### src/rtl/nco_ramp_pkg.sv
package nco_ramp_pkg;
  typedef enum logic {
    DIR_UP   = 1'b0,
    DIR_DOWN = 1'b1
  } ramp_dir_e;
endpackage

### src/rtl/ramp_tick.sv
module ramp_tick #(
  parameter int unsigned DIV_W = 16
) (
  input  logic             clk_i,
  input  logic             rst_ni,
  input  logic             en_i,
  input  logic [DIV_W-1:0] interval_i,
  output logic             tick_o
);
  logic [DIV_W-1:0] cnt_q;

  // >= so that shrinking the interval mid-count still fires
  assign tick_o = en_i && (cnt_q >= interval_i);

  always_ff @(posedge clk_i or negedge rst_ni) begin
    if (!rst_ni)          cnt_q <= '0;
    else if (!en_i)       cnt_q <= '0;
    else if (tick_o)      cnt_q <= '0;
    else                  cnt_q <= cnt_q + 1'b1;
  end


  tick_spacing_chk: assert property (@(posedge clk_i) disable iff (!rst_ni)
    (tick_o && interval_i != '0) |=> (!tick_o || interval_i == '0));
endmodule

### src/rtl/freq_ramp.sv
module freq_ramp
  import nco_ramp_pkg::*;
#(
  parameter int unsigned WORD_W = 32
) (
  input  logic              clk_i,
  input  logic              rst_ni,
  input  logic              en_i,
  input  logic              tick_i,
  input  logic              bounce_i,
  input  logic [WORD_W-1:0] lo_i,
  input  logic [WORD_W-1:0] hi_i,
  input  logic [WORD_W-1:0] step_i,
  output logic [WORD_W-1:0] word_o
);
  logic [WORD_W-1:0] word_q, word_d;
  ramp_dir_e         dir_q, dir_d;
  logic [WORD_W:0]   up_sum, lo_plus;

  // one extra bit so the limit compares never wrap
  assign up_sum  = {1'b0, word_q} + {1'b0, step_i};
  assign lo_plus = {1'b0, lo_i} + {1'b0, step_i};

  always_comb begin
    word_d = word_q;
    dir_d  = dir_q;
    if (!en_i) begin
      word_d = lo_i;
      dir_d  = DIR_UP;
    end else if (tick_i) begin
      if (!bounce_i) begin
        dir_d  = DIR_UP;
        word_d = (up_sum > {1'b0, hi_i}) ? lo_i : up_sum[WORD_W-1:0];
      end else if (dir_q == DIR_UP) begin
        if (up_sum >= {1'b0, hi_i}) begin
          word_d = hi_i;
          dir_d  = DIR_DOWN;
        end else begin
          word_d = up_sum[WORD_W-1:0];
        end
      end else begin
        if ({1'b0, word_q} <= lo_plus) begin
          word_d = lo_i;
          dir_d  = DIR_UP;
        end else begin
          word_d = word_q - step_i;
        end
      end
    end
  end

  always_ff @(posedge clk_i or negedge rst_ni) begin
    if (!rst_ni) begin
      word_q <= '0;
      dir_q  <= DIR_UP;
    end else begin
      word_q <= word_d;
      dir_q  <= dir_d;
    end
  end

  assign word_o = word_q;


  park_load_chk: assert property (@(posedge clk_i) disable iff (!rst_ni)
    !en_i |=> (word_q == $past(lo_i)));


  hold_between_steps_chk: assert property (@(posedge clk_i) disable iff (!rst_ni)
    (en_i && !tick_i) |=> $stable(word_q));


  stay_in_limits_chk: assert property (@(posedge clk_i) disable iff (!rst_ni)
    (en_i && tick_i && lo_i <= hi_i && word_q >= lo_i && word_q <= hi_i)
      |=> (word_q >= $past(lo_i) && word_q <= $past(hi_i)));
endmodule

### src/rtl/phase_acc.sv
module phase_acc #(
  parameter int unsigned WORD_W = 32
) (
  input  logic              clk_i,
  input  logic              rst_ni,
  input  logic              en_i,
  input  logic [WORD_W-1:0] word_i,
  output logic              bit_o
);
  logic [WORD_W-1:0] phase_q;
  logic [WORD_W:0]   sum;
  logic              bit_q;

  assign sum = {1'b0, phase_q} + {1'b0, word_i};

  always_ff @(posedge clk_i or negedge rst_ni) begin
    if (!rst_ni) begin
      phase_q <= '0;
      bit_q   <= 1'b0;
    end else if (!en_i) begin
      phase_q <= '0;
      bit_q   <= 1'b0;
    end else begin
      phase_q <= sum[WORD_W-1:0];
      bit_q   <= sum[WORD_W];
    end
  end

  assign bit_o = bit_q;


  quiet_when_parked_chk: assert property (@(posedge clk_i) disable iff (!rst_ni)
    !en_i |=> !bit_q);


  zero_word_no_carry_chk: assert property (@(posedge clk_i) disable iff (!rst_ni)
    (en_i && word_i == '0) |=> !bit_q);
endmodule

### src/rtl/nco_ramp_gen.sv
module nco_ramp_gen #(
  parameter int unsigned WORD_W = 32,
  parameter int unsigned DIV_W  = 16
) (
  input  logic              clk_i,
  input  logic              rst_ni,
  input  logic              en_i,
  input  logic [WORD_W-1:0] lo_word_i,
  input  logic [WORD_W-1:0] hi_word_i,
  input  logic [WORD_W-1:0] step_i,
  input  logic [DIV_W-1:0]  interval_i,
  input  logic              bounce_i,
  output logic              bit_o,
  output logic [WORD_W-1:0] word_o
);
  logic tick;
  logic [WORD_W-1:0] word;

  ramp_tick #(.DIV_W(DIV_W)) i_ramp_tick (
    .clk_i      (clk_i),
    .rst_ni     (rst_ni),
    .en_i       (en_i),
    .interval_i (interval_i),
    .tick_o     (tick)
  );

  freq_ramp #(.WORD_W(WORD_W)) i_freq_ramp (
    .clk_i    (clk_i),
    .rst_ni   (rst_ni),
    .en_i     (en_i),
    .tick_i   (tick),
    .bounce_i (bounce_i),
    .lo_i     (lo_word_i),
    .hi_i     (hi_word_i),
    .step_i   (step_i),
    .word_o   (word)
  );

  phase_acc #(.WORD_W(WORD_W)) i_phase_acc (
    .clk_i  (clk_i),
    .rst_ni (rst_ni),
    .en_i   (en_i),
    .word_i (word),
    .bit_o  (bit_o)
  );

  assign word_o = word;


  reset_quiet_chk: assert property (@(posedge clk_i)
    !rst_ni |-> (word_o == '0 && !bit_o));
endmodule

### config.mk
export PLATFORM = sky130hd
export DESIGN_NAME = nco_ramp_gen
export DESIGN_NICKNAME = d
export VERILOG_FILES = /design/src/rtl/nco_ramp_pkg.sv /design/src/rtl/ramp_tick.sv /design/src/rtl/freq_ramp.sv /design/src/rtl/phase_acc.sv /design/src/rtl/nco_ramp_gen.sv
export SDC_FILE = /design/constraint.sdc
export NUM_CORES = 1
export LEC_CHECK = 0
export ABC_AREA = 1
export BUFFER_PORTS_ARGS = -buffer_cell sky130_fd_sc_hd__buf_2
export CAP_MARGIN = 20
export CORE_AREA = 2 2 164 166
export CTS_CLUSTER_DIAMETER = 40
export DETAILED_ROUTE_END_ITERATION = 16
export DIE_AREA = 0 0 166 168
export PLACE_DENSITY = 0.78
export SKIP_LAST_GASP = 1
export SLEW_MARGIN = 20
export SYNTH_ARGS = -nofsm -noshare
export SYNTH_HDL_FRONTEND = slang
export SYNTH_SLANG_ARGS = --single-unit
### constraint.sdc
create_clock -name clk_i -period 8.36 [get_ports clk_i]
set_input_delay 0.418 -clock clk_i [delete_from_list [all_inputs] [get_ports clk_i]]
set_output_delay 0.418 -clock clk_i [all_outputs]
set_load 0.02 [all_outputs]
==> results.py <==
metrics = {
    "worst_hold_path": {
        "hold_class": "in -> async",
    },
    "clocking": {
        "worstSkewPairLatency_ns": 0.35,
        "cts_max_level": 3,
        "cts_buffers": 9,
        "ctsHoldBuffers": 0,
        "tritoncts": "done",
        "cts.repair.resized": 0,
        "cts.sinks": 82,
        "cts_setup_buffers": 0,
        "cts_buffer_depth": 2,
        "clk_pin_slew_ns": 0.07,
        "clockRootBuffer": "clkbuf_16",
    },
    "synthesis": {
        "syn_inst": 2333,
        "yosysWarnings": 0,
        "synth.distinct_cells": 54,
        "synth_seq_cells": 82,
        "synth.largest_area_cell": "ha_1",
        "synth-seq-area-share": 0.144,
        "avgSynthCellArea_sq_um": 6.11,
        "synth_top_area_share": 0.183,
        "netlist_area_sq_um": 14200,
        "syn_nets": 2661,
        "synthTopCellsByArea": "ha_1 18%, dfrtp_1 14%, nand2_1 13%",
    },
    "routing": {
        "vias": 16334,
        "wl_mm": 54.4,
        "drc_errors": 0,
        "drt.antenna.violating_nets": 0,
        "viasPerCell": 5.88,
        "routedWlPerCell_um": 19.6,
        "drt_iter0_drc": 1489,
        "firstDrtPassIters": 5,
    },
    "timing": {
        "clock_skew_ns": 0.0134,
        "max_slew.worst_pin.slew_ns": 1.08,
        "fmax_ghz": 0.165,
        "final_hold_viol_count": 0,
        "rsz0062_at_grt": "no",
        "period_needed_ns": 6.07,
        "setup_viol": 0,
        "final_max_slew_viol_count": 0,
        "relSlewSlack": 0.276,
        "post-route-period-util": 0.727,
        "tns_ns": 0,
    },
    "cells_and_area": {
        "final_common_cell": "nand2_1",
        "fin_util": 0.587,
        "areaGrowthSynthToFinish_pct": 8.48,
        "layout.nets": 2757,
        "most-common-layout-cells": "488 x nand2_1, 339 x inv_1, 249 x nor2_1",
        "fill_cells": 2736,
        "drive_gt1_frac": 0.0838,
    },
    "worst_setup_path": {
        "path_buf_inv": 4,
        "crit_top_cell": "nand2_1",
        "cp.required_ns": 8.63,
        "worstRegToRegCells": 30,
        "end_kind": "register",
        "start_kind": "register",
        "crit_slowest_cell": "nand2_2",
        "path_delay_family": "simple AND/OR/NAND/NOR gates",
        "r2r_setup_slack_ns": 2.29,
        "crit_arrival_ns": 6.35,
        "criticalPathCategory": "reg -> reg",
        "timing.rr.start": "i_freq_ramp.word_o[2]",
        "r2r-end": "i_freq_ramp.word_o[1]",
        "slowest_delay_ns": 0.88,
        "cp_max_fo": 37,
    },
    "floorplan": {
        "rows": 60,
        "fp.coreArea_sq_um": 26400,
        "die_area_sq_um": 27900,
        "start_util": 0.541,
        "die_w_um": 166,
        "die_y_um": 168,
        "pin_count": 149,
    },
    "pwr": {
        "power_density_nw_per_um2": 292,
        "peakVddDrop_uv": 240,
        "leakage_uw": 0.00818,
    },
    "placed_design": {
        "place.gp.congestion": 1.04,
        "portBuffers": 148,
        "dp_hpwl_mm": 44.9,
    },
    "run": {
        "maxCapViolations": 0,
    },
    "global_route": {
        "grt_max_degree": 54,
        "antenna_found_initial": 5,
        "grt_first_pass_wirelength_mm": 82.6,
        "grt_overflow_total": 0,
        "grt_usage": 0.377,
        "grt_pass1_vias": 15245,
    },
    "status": {
        "status": "finished clean",
    },
}
==> power by group <==
| part | internal, uW | switching [uW] | total, uW |
|---|---|---|---|
| sequential | 507 | 148 | 655 |
| clock | 206 | 188 | 394 |
| combinational | 1090 | 2370 | 3470 |
==> logic make-up (layout without fill, tap and decap cells) <==
kind of cell    count (synthesis)  after routing  share of synthesized area
simple gates                 1054           1054                      0.315
buf+inv                       424            525                      0.117
flops                          82             82                      0.144
compound gates                471            471                      0.181
fa+ha+maj                     212            212                      0.188
xor+xnor                       90             90                     0.0553
other cells                     0              3                          0
==> state kept, by name (all words and copies together) (netlist names) <==
signal / flops
i_freq_ramp.word_o: 32
i_phase_acc.phase_q: 32
i_ramp_tick.cnt_q: 16
i_freq_ramp.dir_q: 1
i_phase_acc.bit_o: 1
==> layout make-up <==
class	instances	area [sq um]	area share
antenna	3	7.51	0.000486
multi-input combinational	1827	10600	0.683
sequential	82	2050	0.133
timing repair buffer	158	818	0.0529
inverter	351	1320	0.0852
tap	341	427	0.0276
clock inverter	7	58.8	0.00380
clock buffer	9	225	0.0146
==> worst register-to-register path, delay by kind of cell, from the launching register on <==
kind	cells	cell delay, ns
AOI/OAI and AO/OA	5	1.18
adders and majority gates	2	0.72
buffers and inverters	4	0.62
DFF	1	0.51
and+or+nand+nor	19	2.97
==> cells in the mapped netlist (all sizes together) <==
cell / instances
nand2: 491
inv: 349
nor2: 254
a21oi: 249
nand3: 211
ha: 208
o21ai: 145
dfrtp: 82
xor2: 63
nand4: 47
buf: 41
clkbuf: 32
nor3: 30
xnor2: 27
o21bai: 15
a21o: 11
a31oi: 10
o211ai: 8
a211oi: 7
nor4: 7
o21a: 7
or2: 7
a21boi: 5
fa: 4
o221ai: 4
and3: 3
o2111ai: 3
clkinv: 2
nand3b: 2
o311ai: 2
a2111oi: 1
a221oi: 1
and2: 1
nor3b: 1
o211a: 1
o31a: 1
o31ai: 1
==> through the flow <==
step | power (uW) | cell area [sq um] | setup slack [ns] | hold slack, ns | std cells
floorplan | 3010 | 14200 | 4.24 | 0.122 | 2333
global placement | 3960 | 15200 | 1.88 | 0.460 | 2759
detailed placement | 4000 | 15200 | 1.86 | 0.457 | 2759
CTS | 4410 | 15400 | 2.19 | 0.0813 | 2775
global route | 4880 | 15500 | 1.93 | 0.0946 | 2778
finish | 4520 | 15500 | 2.29 | 0.0606 | 2778
==> worst max path at each step <==
stage / from / endpoint / slack (ns) / cells after the start
floorplan: lo_word_i[0] / i_freq_ramp.word_o[27] / 4.24 / 26
global placement: lo_word_i[0] / i_freq_ramp.word_o[21] / 1.88 / 26
detailed placement: lo_word_i[0] / i_freq_ramp.word_o[24] / 1.86 / 26
CTS: lo_word_i[0] / i_freq_ramp.word_o[18] / 2.19 / 26
global route: lo_word_i[0] / i_freq_ramp.word_o[24] / 1.93 / 26
finish: i_freq_ramp.word_o[2] / i_freq_ramp.word_o[1] / 2.29 / 30
==> metal layers <==
metal | share of wire | vias up | global-route usage
met2 | 0.43 | 813 | 0.595
met1 | 0.43 | 7470 | 0.504
met4 | 0.043 | 2 | 0.160
met3 | 0.098 | 140 | 0.0757
li1 | - | 7909 | -
met5 | 0.00024 | - | 0
(Power assumes the default switching activity.)
